File: src/rtl/dacsr_pkg.sv
// Shared constants and the frame layout for the DAC serial control block.
// Assumes a 32-bit frame with read flag, 7-bit address and 24-bit payload.
package dacsr_pkg;
    localparam int          FRAME_BITS   = 32;
    localparam logic [6:0]  ADDR_DAC     = 7'h01;
    localparam logic [6:0]  ADDR_CLRCODE = 7'h03;
    localparam logic [6:0]  ADDR_ACTION  = 7'h04;
    localparam logic [6:0]  ADDR_STATUS  = 7'h05;
    localparam int          ACT_RECAL    = 8;
    localparam int          ACT_SWRST    = 6;
    localparam int          ACT_SWCLR    = 5;
    localparam int          ST_ALARM     = 0;
    localparam int          ST_ALM_EN    = 1;
    localparam int          ST_CHAIN     = 2;
    localparam logic [7:0]  CLR_CODE_DEF = 8'h80;

    typedef struct packed {
        logic        rd;
        logic [6:0]  addr;
        logic [23:0] data;
    } frame_t;
endpackage

File: src/rtl/dacsr_sync.sv
// Multi-stage synchronizer for a vector of independent pins.
// Assumes each bit is an unrelated level; resets to a given idle pattern.
module dacsr_sync #(
    parameter int         W       = 4,
    parameter int         STAGES  = 2,
    parameter logic [W-1:0] RST_VAL = '0
) (
    input  logic         clk,
    input  logic         rst_n,
    input  logic [W-1:0] d,
    output logic [W-1:0] q
);
    logic [W-1:0] stg [STAGES];

    // Shift the pin levels through the stage chain.
    always_ff @(posedge clk) begin
        if (!rst_n) begin
            for (int i = 0; i < STAGES; i++) stg[i] <= RST_VAL;
        end else begin
            stg[0] <= d;
            for (int i = 1; i < STAGES; i++) stg[i] <= stg[i-1];
        end
    end

    assign q = stg[STAGES-1];
endmodule

File: src/rtl/dacsr_frontend.sv
// Serial front end: synchronizes pins, detects SCLK/SYNC edges, assembles
// the incoming 32-bit word and shifts read-back data out on SDO.
// Assumes clk is at least ~8x SCLK so every serial edge is seen.
module dacsr_frontend
    import dacsr_pkg::*;
#(
    parameter int SYNC_STAGES = 2
) (
    input  logic        clk,
    input  logic        rst_n,
    input  logic        sclk,
    input  logic        sync_n,
    input  logic        sdi,
    input  logic        clr_n,
    input  logic [31:0] reply_word,
    output logic        sdo,
    output logic        sync_low,
    output logic        frame_start,
    output logic        frame_ok,
    output logic        last_fall,
    output frame_t      word,
    output frame_t      word_next,
    output logic        clr_low
);
    localparam int CNT_W = $clog2(FRAME_BITS + 2);
    localparam logic [CNT_W-1:0] CNT_FULL = CNT_W'(FRAME_BITS);
    localparam logic [CNT_W-1:0] CNT_OVER = CNT_W'(FRAME_BITS + 1);

    logic [3:0]       pins_s;
    logic             sclk_d, sync_d;
    logic             sclk_fall, sclk_rise, sync_rise;
    logic [CNT_W-1:0] bit_cnt;
    logic [31:0]      rx_sh, tx_sh;
    logic             sdo_q;

    dacsr_sync #(.W(4), .STAGES(SYNC_STAGES), .RST_VAL(4'b0101)) u_sync (
        .clk   (clk),
        .rst_n (rst_n),
        .d     ({sclk, sync_n, sdi, clr_n}),
        .q     (pins_s)
    );

    // Remember last synchronized SCLK and SYNC levels for edge detection.
    always_ff @(posedge clk) begin
        if (!rst_n) begin
            sclk_d <= 1'b0;
            sync_d <= 1'b1;
        end else begin
            sclk_d <= pins_s[3];
            sync_d <= pins_s[2];
        end
    end

    assign sync_low    = !pins_s[2];
    assign frame_start = sync_d && !pins_s[2];
    assign sync_rise   = !sync_d && pins_s[2];
    assign sclk_fall   = sync_low && sclk_d && !pins_s[3];
    assign sclk_rise   = sync_low && !sclk_d && pins_s[3];
    assign clr_low     = !pins_s[0];

    // Count and capture incoming bits; count saturates one past full.
    always_ff @(posedge clk) begin
        if (!rst_n) begin
            bit_cnt <= '0;
            rx_sh   <= '0;
        end else if (frame_start) begin
            bit_cnt <= '0;
        end else if (sclk_fall) begin
            rx_sh <= {rx_sh[30:0], pins_s[1]};
            if (bit_cnt != CNT_OVER) bit_cnt <= bit_cnt + 1'b1;
        end
    end

    assign word      = rx_sh;
    assign word_next = {rx_sh[30:0], pins_s[1]};
    assign frame_ok  = sync_rise && (bit_cnt == CNT_FULL);
    assign last_fall = sclk_fall && (bit_cnt == CNT_FULL - 1'b1);

    // Load the pending reply at frame start and present one bit per rising SCLK.
    always_ff @(posedge clk) begin
        if (!rst_n) begin
            tx_sh <= '0;
            sdo_q <= 1'b0;
        end else if (!sync_low) begin
            sdo_q <= 1'b0;
        end else if (frame_start) begin
            tx_sh <= reply_word;
            sdo_q <= 1'b0;
        end else if (sclk_rise) begin
            sdo_q <= tx_sh[31];
            tx_sh <= {tx_sh[30:0], 1'b0};
        end
    end

    assign sdo = sdo_q;
endmodule

File: src/rtl/dacsr_recal.sv
// Recalibration model: a fixed busy countdown that sets a sticky alarm flag.
// Assumes start requests while busy are dropped; completion beats read-clear.
module dacsr_recal #(
    parameter int CYCLES = 16
) (
    input  logic clk,
    input  logic rst_n,
    input  logic start,
    input  logic sw_rst,
    input  logic rd_clear,
    output logic busy,
    output logic alarm
);
    localparam int BW = $clog2(CYCLES + 1);
    localparam logic [BW-1:0] LOAD = BW'(CYCLES);

    logic [BW-1:0] left;
    logic          done;

    assign done = (left == BW'(1));

    // Run the countdown.
    always_ff @(posedge clk) begin
        if (!rst_n || sw_rst)          left <= '0;
        else if (start && left == '0)  left <= LOAD;
        else if (left != '0)           left <= left - 1'b1;
    end

    // Keep the alarm flag: set on completion, cleared by a status read.
    always_ff @(posedge clk) begin
        if (!rst_n || sw_rst) alarm <= 1'b0;
        else if (done)        alarm <= 1'b1;
        else if (rd_clear)    alarm <= 1'b0;
    end

    assign busy = (left != '0);
endmodule

File: src/rtl/dacsr_regfile.sv
// Register storage and command decode: DAC word, clear code, configuration,
// action pulses, clear handling and read-back word formation.
// Assumes DAC_BITS between 8 and 24; frame_ok and last_fall are one-cycle strobes.
module dacsr_regfile
    import dacsr_pkg::*;
#(
    parameter int DAC_BITS = 20
) (
    input  logic                clk,
    input  logic                rst_n,
    input  logic                frame_start,
    input  logic                frame_ok,
    input  logic                last_fall,
    input  frame_t              word,
    input  frame_t              word_next,
    input  logic                clr_low,
    input  logic                alarm,
    output logic [DAC_BITS-1:0] dac_code,
    output logic [7:0]          clear_code,
    output logic                alarm_en,
    output logic                sw_rst,
    output logic                recal_start,
    output logic                rd_clear,
    output logic [31:0]         reply_word
);
    localparam int PAD = DAC_BITS - 8;

    logic                wr, rd, chain_mode, chain_clr, frame_clr;
    logic [DAC_BITS-1:0] dac_d, clr_word, clr_word_rst;
    logic [7:0]          code_d;
    logic                en_d, chain_d;
    logic [31:0]         reply_d;
    logic [23:0]         rd_payload;

    assign wr  = frame_ok && !word.rd;
    assign rd  = frame_ok &&  word.rd;

    assign sw_rst      = wr && word.addr == ADDR_ACTION && word.data[ACT_SWRST];
    assign recal_start = wr && word.addr == ADDR_ACTION && word.data[ACT_RECAL] && !sw_rst;
    assign rd_clear    = rd && word.addr == ADDR_STATUS;
    assign frame_clr   = wr && word.addr == ADDR_ACTION && word.data[ACT_SWCLR] && !chain_mode;
    assign chain_clr   = last_fall && chain_mode && !word_next.rd &&
                         word_next.addr == ADDR_ACTION && word_next.data[ACT_SWCLR];

    assign clr_word     = {clear_code, {PAD{1'b0}}};
    assign clr_word_rst = {CLR_CODE_DEF, {PAD{1'b0}}};

    // Form the read-back payload for the addressed register.
    always_comb begin
        case (word.addr)
            ADDR_DAC:     rd_payload = {dac_code, {(24-DAC_BITS){1'b0}}};
            ADDR_CLRCODE: rd_payload = {clear_code, 16'h0000};
            ADDR_STATUS:  rd_payload = {21'h0, chain_mode, alarm_en, alarm};
            default:      rd_payload = 24'h0;
        endcase
    end

    // Work out next register values; the clear pin overrides the DAC word last.
    always_comb begin
        dac_d   = dac_code;
        code_d  = clear_code;
        en_d    = alarm_en;
        chain_d = chain_mode;
        reply_d = reply_word;
        if (sw_rst) begin
            dac_d   = '0;
            code_d  = CLR_CODE_DEF;
            en_d    = 1'b0;
            chain_d = 1'b0;
            reply_d = '0;
        end else begin
            if (frame_start) reply_d = '0;
            if (rd) reply_d = {1'b1, word.addr, rd_payload};
            if (wr && word.addr == ADDR_DAC)     dac_d  = word.data[23 -: DAC_BITS];
            if (wr && word.addr == ADDR_CLRCODE) code_d = word.data[23:16];
            if (wr && word.addr == ADDR_STATUS) begin
                en_d    = word.data[ST_ALM_EN];
                chain_d = word.data[ST_CHAIN];
            end
            if (frame_clr || chain_clr) dac_d = clr_word;
        end
        if (clr_low) dac_d = sw_rst ? clr_word_rst : clr_word;
    end

    // Register the state.
    always_ff @(posedge clk) begin
        if (!rst_n) begin
            dac_code   <= '0;
            clear_code <= CLR_CODE_DEF;
            alarm_en   <= 1'b0;
            chain_mode <= 1'b0;
            reply_word <= '0;
        end else begin
            dac_code   <= dac_d;
            clear_code <= code_d;
            alarm_en   <= en_d;
            chain_mode <= chain_d;
            reply_word <= reply_d;
        end
    end
endmodule

File: src/rtl/dac_serial_ctrl.sv
// Top of the DAC serial control block: front end, register file and
// recalibration model, plus the open-drain style alarm output.
// Assumes clk runs several times faster than sclk.
module dac_serial_ctrl
    import dacsr_pkg::*;
#(
    parameter int DAC_BITS     = 20,
    parameter int SYNC_STAGES  = 2,
    parameter int RECAL_CYCLES = 16
) (
    input  logic                clk,
    input  logic                rst_n,
    input  logic                sclk,
    input  logic                sync_n,
    input  logic                sdi,
    input  logic                clr_n,
    output logic                sdo,
    output logic                alarm_n,
    output logic [DAC_BITS-1:0] dac_code
);
    logic        sync_low, frame_start, frame_ok, last_fall, clr_low;
    frame_t      word, word_next;
    logic [31:0] reply_word;
    logic [7:0]  clear_code;
    logic        alarm_en, sw_rst, recal_start, rd_clear;
    logic        recal_busy, alarm_flag;

    dacsr_frontend #(.SYNC_STAGES(SYNC_STAGES)) u_front (
        .clk         (clk),
        .rst_n       (rst_n),
        .sclk        (sclk),
        .sync_n      (sync_n),
        .sdi         (sdi),
        .clr_n       (clr_n),
        .reply_word  (reply_word),
        .sdo         (sdo),
        .sync_low    (sync_low),
        .frame_start (frame_start),
        .frame_ok    (frame_ok),
        .last_fall   (last_fall),
        .word        (word),
        .word_next   (word_next),
        .clr_low     (clr_low)
    );

    dacsr_regfile #(.DAC_BITS(DAC_BITS)) u_regs (
        .clk         (clk),
        .rst_n       (rst_n),
        .frame_start (frame_start),
        .frame_ok    (frame_ok),
        .last_fall   (last_fall),
        .word        (word),
        .word_next   (word_next),
        .clr_low     (clr_low),
        .alarm       (alarm_flag),
        .dac_code    (dac_code),
        .clear_code  (clear_code),
        .alarm_en    (alarm_en),
        .sw_rst      (sw_rst),
        .recal_start (recal_start),
        .rd_clear    (rd_clear),
        .reply_word  (reply_word)
    );

    dacsr_recal #(.CYCLES(RECAL_CYCLES)) u_recal (
        .clk      (clk),
        .rst_n    (rst_n),
        .start    (recal_start),
        .sw_rst   (sw_rst),
        .rd_clear (rd_clear),
        .busy     (recal_busy),
        .alarm    (alarm_flag)
    );

    // Pull the alarm line low only when the flag is up and enabled.
    assign alarm_n = !(alarm_flag && alarm_en);
endmodule

File: config.mk
export PLATFORM = sky130hd
export DESIGN_NAME = dac_serial_ctrl
export DESIGN_NICKNAME = d
export VERILOG_FILES = /design/src/rtl/dacsr_pkg.sv /design/src/rtl/dacsr_sync.sv /design/src/rtl/dacsr_frontend.sv /design/src/rtl/dacsr_recal.sv /design/src/rtl/dacsr_regfile.sv /design/src/rtl/dac_serial_ctrl.sv
export SDC_FILE = /design/constraint.sdc
export NUM_CORES = 1
export LEC_CHECK = 0
export ABC_CLOCK_PERIOD_IN_PS = 2150
export BUFFER_PORTS_ARGS = -buffer_cell sky130_fd_sc_hd__buf_2
export CORE_ASPECT_RATIO = 0.9
export CORE_UTILIZATION = 50
export CTS_CLUSTER_SIZE = 24
export DETAILED_ROUTE_END_ITERATION = 16
export PLACE_DENSITY = 0.81
export SETUP_SLACK_MARGIN = 0.02
export SLEW_MARGIN = 10
export SYNTH_ARGS = -nofsm -noshare
export SYNTH_HDL_FRONTEND = slang
export SYNTH_SLANG_ARGS = --single-unit
export TNS_END_PERCENT = 10
File: constraint.sdc
create_clock -name clk -period 2.15 [get_ports clk]
set_clock_uncertainty 0.1 [all_clocks]
set_input_delay 0.1075 -clock clk [delete_from_list [all_inputs] [get_ports clk]]
set_output_delay 0.1075 -clock clk [all_outputs]
set_load 0.05 [all_outputs]
== After elaboration in Yosys (flattened, before gate mapping) ==
Memories as Yosys holds them, arrays and structs flattened.
Cells that the tools add are included.
Word-level totals
  register bits: 141
  bits in latches: 0
  RAM bits: 8
  bits in read-only memories: 0
  input bits: 6
  output and inout bits: 22
  word-level logic and storage cells: 101
  memories: 1
Operators by class
  $add $sub $neg: 2
  $mul: 0
  divide/modulo/power cells: 0
  magnitude comparators: 0
  equal/unequal tests: 10
  shift operators: 0
  multiplexer cells: 18
  bitwise operators: 5
  reduce and logical (&&, ||, !) cells: 51
Memories
  u_front.u_sync.stg: depth 2, bits a word 4, read ports 2, clocked after memory_dff 0, write ports 2, line dacsr_sync.sv:13  | logic [W-1:0] stg [STAGES];
Operators by type and width (count)
  32-bit two-way mux: 4
  20-bit two-way mux: 5
  24-bit case mux with 3 select lines: 1
  1-bit logical AND: 26
  7-bit by 3-bit equality test with 1-bit output, second input constant: 3
  1-bit logical NOT: 10
  5-bit two-way mux: 2
  4-bit two-way mux: 2
  2-bit nonzero test: 4
  7-bit by 1-bit equality test with 1-bit output, second input constant: 1
  7-bit by 2-bit equality test with 1-bit output, second input constant: 1
  6-bit by 1-bit adder with 6-bit output, second input constant: 1
  6-bit by 5-bit equality test with 1-bit output, second input constant: 1
  6-bit equality test, second input constant: 1
  6-bit inequality test, second input constant: 1
  2-bit AND reduction: 3
  2-bit OR reduction: 3
  5-bit by 1-bit equality test with 1-bit output, second input constant: 1
  5-bit logical NOT: 1
  5-bit nonzero test: 1
  5-bit by 1-bit subtractor with 5-bit output, second input constant: 1
  1-bit two-way mux: 4
  4-bit by 1-bit inequality test with 1-bit output, second input constant: 1
  1-bit inverter: 3
  3 further kinds: 5

== Logic depth before layout (Yosys ltp) ==
An unclocked memory read counts as a cell.
  depth after elaboration: 13
  gate-level depth with buffers: 9
  depth with buffers taken out: 7

== Modules after synthesis ==
From an unflattened synthesis, not the netlist that was laid out.
Second synthesis, totals
  cells, all modules: 688
  area total of the unflattened synthesis: 6493.7 um^2
By module, submodules not included
  dacsr_frontend: instances 1, cells each 362, area an instance 3352.0 um^2, sequential area each 1461.4 um^2
  dacsr_regfile: instances 1, cells each 273, area an instance 2582.5 um^2, sequential area each 1221.2 um^2
  dacsr_recal: instances 1, cells each 32, area an instance 315.3 um^2, sequential area each 120.1 um^2
  dacsr_sync: instances 1, cells each 20, area an instance 240.2 um^2, sequential area each 160.2 um^2
  dac_serial_ctrl: instances 1, cells each 1, area an instance 3.8 um^2, sequential area each 0.0 um^2

== Least setup slack after synthesis ==
OpenSTA, ideal clock, no wires.
  path type: flip-flop to flip-flop
  from: register u_front.bit_cnt[0]
  to: register u_regs.reply_word[14]
  setup time: 0.066 ns
  arrival: 1.886 ns
  data required time: 1.984 ns
  path slack: 0.098 ns
  cell stages (with the launch flop): 10
  path buffers: 2
  period minus slack after synthesis: 2.052 ns
  cells stage by stage: dfxtp_1 -> inv_1 -> ha_1 -> and3b_1 -> and3_1 -> buf_2 -> nor2_1 -> clkbuf_1 -> a22oi_1 -> nor2_1
Between the ends
  cells in the longest elaborated chain, start to end: 6
  elaborated cells between the ends (all ways): 9
  classes of those cells: eq/ne: 1; mux: 1; reduce/logical: 7
RTL lines
  start: declaration: line dacsr_frontend.sv:32  | logic [CNT_W-1:0] bit_cnt;
  start signal: assignment: line dacsr_frontend.sv:70  | if (bit_cnt != CNT_OVER) bit_cnt <= bit_cnt + 1'b1;
  6-bit equality test *: line dacsr_frontend.sv:76  | assign frame_ok = sync_rise && (bit_cnt == CNT_FULL);
  1-bit logical AND *: line dacsr_frontend.sv:76
  1-bit logical AND: line dacsr_regfile.sv:35  | assign wr = frame_ok && !word.rd;
  1-bit logical AND (2 in series): line dacsr_regfile.sv:38  | assign sw_rst = wr && word.addr == ADDR_ACTION && word.data[ACT_SWRST];
  2-bit OR reduction (no source line)
  end signal: assignment: line dacsr_regfile.sv:98  | reply_word <= reply_d;
  end: declaration: line dacsr_regfile.sv:24  | output logic [31:0] reply_word
Mark *: on every way between the ends. The rest lies on a longest branch, timed or not.
A chain may end at the register's enable or synchronous reset.

== Worst setup path in the final report ==
  from: register u_front.rx_sh[26] (netlist: u_front.word[26])
  to: register u_regs.dac_code[8]
Between the ends
  cells in the longest elaborated chain, start to end: 8
  elaborated cells between the ends (all ways): 15
  classes of those cells: eq/ne: 4; mux: 3; reduce/logical: 8
RTL lines
  start: declaration: line dacsr_frontend.sv:33  | logic [31:0] rx_sh, tx_sh;
  start signal: assignment: line dacsr_frontend.sv:69  | rx_sh <= {rx_sh[30:0], pins_s[1]};
  7-bit by 3-bit equality test with 1-bit output: line dacsr_regfile.sv:38, dacsr_regfile.sv:41
  1-bit logical AND: line dacsr_regfile.sv:38, dacsr_regfile.sv:41
  1-bit logical AND (2 in series): line dacsr_regfile.sv:41  | assign frame_clr = wr && word.addr == ADDR_ACTION && word.data[ACT_SWCLR] && !chain_mode;
  1-bit logical OR: line dacsr_regfile.sv:80  | if (frame_clr || chain_clr) dac_d = clr_word;
  20-bit two-way mux: line dacsr_regfile.sv:80
  20-bit two-way mux: line dacsr_regfile.sv:65  | if (sw_rst) begin
  20-bit two-way mux: line dacsr_regfile.sv:82  | if (clr_low) dac_d = sw_rst ? clr_word_rst : clr_word;
  end signal: assignment: line dacsr_regfile.sv:88  | dac_code <= '0;
  end signal: assignment: line dacsr_regfile.sv:94  | dac_code <= dac_d;
  end: declaration: line dacsr_regfile.sv:18  | output logic [DAC_BITS-1:0] dac_code,
Several ways; a longest one is shown, not always the timed one.

==> impl_metrics.toml <==
[sta]
rsz0062_at_grt = "yes"
fin_crit_sh_pct = 97.9
setup_viol = 0
fin_crit_ns = 2.11
slew_headroom_pct = 66.9
drv_slew = 0
fin_tns_setup_ns = 0
timing.final.hold_violations = 0
fmaxAchievable_mhz = 475
tightest_slew_ns = 0.496

[global_route]
overflow = 0
grt_max_degree = 41
grt_pass1_wl_um = 23500
antenna_found_initial = 0
grt_pass1_vias = 4883
track_usage_pct = 24.0

[setup_path]
ff2ff_setup_slack_ns = 0.04
path_class = "register to register"
crit_fanout = 12
r2r.worst_path.cells = 7
end_kind = "register"
cp.arrival_ns = 2.31
start_kind = "register"
worstPathRequired_ns = 2.36

[floorplan]
coreArea_mm2 = 0.0116
die_area_mm2 = 0.0125
start_util_pct = 51.9
num_rows = 37
die-width_um = 118
die_h_um = 106
ios = 28

[route]
drt_iter0_drc = 485
detail_route.wl_per_cell_um = 16.6
viasPerCell = 5.76
detail-route-antenna-nets = 0
drt_wl_total_um = 14600
vias = 5050
drc_errors = 0
dr.pass1.iters = 5

[placement]
dpl_cell_area_mm2 = 0.00649
gp_congestion = 0.871
dp_hpwl_um = 9450
portBuffers = 27

[clocking]
clk_latency_ns = 0.42
root_buffer = "clkbuf_16"
cts_sinks = 148
clkTransAtPathRegs_ns = 0.06
clockBufferDepth = 2
cts_tree = "built"
cts_buffers = 17
htreeDepth = 4

[synth]
synth_warnings = 0
yosysTopAreaCell = "dfxtp_1"
synthArstFlopShare_pct = 0
synth_compound_area_share_pct = 15.1
synth_top_family_by_area = "simple AND/OR/NAND/NOR gates"
ys_seq_elements = 148
synthCells = 659
synth.area.top_cells = "dfxtp_1 (49%), mux2i_1 (6.8%), nand2_1 (6.6%)"
yosys.area_share.simple_pct = 21.3
synth_nets = 671
synth_edf_count = 0
synth-main-ff-cell = "dfxtp_1"
synth_area_mm2 = 0.00601
synth_xor_area_share_pct = 1.02
synth_top_area_share_pct = 49.3
synth_seq_area_share_pct = 49.3
yosys.area_share.adder_pct = 1.25
avgSynthCellArea_um2 = 9.12
synth_mux_area_share_pct = 8.33
ys_types = 57

[layout]
nFillCells = 891
final_core_util_pct = 63.0
final_cell_area_mm2 = 0.00729
syn_to_final_growth_pct = 21.4
drive_gt1_share_pct = 19.2
fin_nets = 720
diodes = 0

[run_status]
status = "completed"

[worst_hold_path]
hold_class = "register to register"
hold_path_depth = 1

[pwr]
leakagePower_nw = 2.66
ir_drop_mv = 0.866
p_per_area_mw_per_mm2 = 844

[job]
maxCapViolations = 0
layer usage:
metal | up-vias | part of all wire, % | global-route usage [%] | wire length (µm)
li1 | 2407 | - | - | -
met1 | 2444 | 43 | 29.1 | 6300
met2 | 173 | 49 | 40.2 | 7170
met3 | 26 | 6.1 | 5.79 | 885
met4 | 0 | 1.4 | 11.4 | 210
met5 | - | 0 | 0 | 0
final cells by class:
type / instances / area, µm² / area share, %
Tap cell: 156 / 195 / 2.68
Sequential cell: 148 / 2970 / 40.7
Inverter: 7 / 26.3 / 0.360
Clock buffer: 22 / 484 / 6.64
Multi-Input combinational cell: 459 / 2910 / 39.8
Clock inverter: 9 / 150 / 2.06
Timing Repair Buffer: 75 / 567 / 7.77
cells in the mapped netlist (2+ instances only):
master	number
a211o_1	2
a211oi_1	31
a21oi_1	60
a221o_1	6
a22oi_1	23
and2_1	6
and3_1	3
buf_2	15
clkbuf_1	27
dfxtp_1	148
ha_1	6
inv_1	7
mux2_2	8
mux2i_1	41
nand2_1	105
nand2b_1	11
nand3_1	10
nand3b_1	3
nand4_1	4
nor2_1	79
nor2b_1	5
nor3_1	9
nor3b_1	2
nor4b_1	8
nor4b_2	2
or2_2	2
xnor2_1	3
xor2_1	4
cells by family after synthesis:
group,after synthesis
flip-flops,148
XOR/XNOR,7
AND/OR/NAND/NOR,264
multiplexers,49
adder cells (fa/ha/maj),6
buffers and inverters,52
AO/OA/AOI/OAI,133
worst max-delay path, stage by stage, from the launching register on:
cell	delay, ns
dfxtp_2	0.37
buf_4	0.17
nor2_1	0.23
nand3_1	0.22
o32a_1	0.46
or2b_1	0.25
buf_12	0.15
a21oi_1	0.05
registers in the layout, indices dropped and copies added (netlist names), 5 cells and up:
| signal | cells |
|---|---|
| u_front.tx_sh | 32 |
| u_front.word | 32 |
| u_regs.reply_word | 31 |
| u_regs.dac_code | 20 |
| u_front.u_sync.stg | 8 |
| u_regs.clear_code | 8 |
| u_front.bit_cnt | 6 |
| u_recal.left | 5 |
per-stage QoR:
| stage | worst slack (ns) | std cells | total power, W | hold slack (ns) |
|---|---|---|---|---|
| 2_1_floorplan | 0.0980 | 659 | 0.00298 | 0.0805 |
| 3_3_place_gp | 0.114 | 834 | 0.00304 | 0.187 |
| 6_report | 0.0448 | 876 | 0.00616 | 0.310 |
| 4_1_cts | 0.0251 | 872 | 0.00618 | 0.313 |
| 3_5_place_dp | 0.0637 | 834 | 0.00304 | 0.191 |
| 5_1_grt | 0.0113 | 876 | 0.00631 | 0.336 |
timing repair:
item	in CTS	in global routing
setup buffers	0	4
gates resized for setup	0	16
pin swaps	2	4
hold buffers	7	0
hold endpoints to repair	8	0
cloned	0	0
setup endpoints to repair	1	34
report_power, final:
part	switching [W]	leakage, nW	internal (W)
sequential	0.0000258	1.20	0.00278
combinational	0.000117	1.15	0.0000810
clock	0.00110	0.308	0.00205
total	0.00124	2.66	0.00491
worst paths after layout:
path / end / from
setup reg to reg: u_regs.dac_code[8] / u_front.word[26]
hold reg to reg: u_front.u_sync.stg[0][6] / u_front.u_sync.stg[0][2]
setup / recovery: u_regs.dac_code[8] / u_front.word[26]
hold / removal: u_front.u_sync.stg[0][6] / u_front.u_sync.stg[0][2]
placed cells by master (no fill, tap or decap), types with 4 or more instances in the layout:
| master | n |
|---|---|
| a21oi_1 | 58 |
| nor4b_1 | 8 |
| nand3_1 | 10 |
| nor2_1 | 77 |
| buf_4 | 36 |
| nor3_1 | 9 |
| buf_2 | 27 |
| clkbuf_16 | 17 |
| mux2i_1 | 41 |
| a211oi_1 | 31 |
| dfxtp_1 | 146 |
| xor2_1 | 4 |
| mux2_2 | 8 |
| and2_1 | 6 |
| clkbuf_8 | 4 |
| buf_12 | 4 |
| dlygate4sd3_1 | 7 |
| inv_1 | 5 |
| ha_1 | 6 |
| bufinv_16 | 4 |
| a221o_1 | 6 |
| nand4_1 | 4 |
| nor2b_1 | 4 |
| a22oi_1 | 23 |
| nand2_1 | 105 |
| nand2b_1 | 9 |
(Power assumes the default switching activity.)
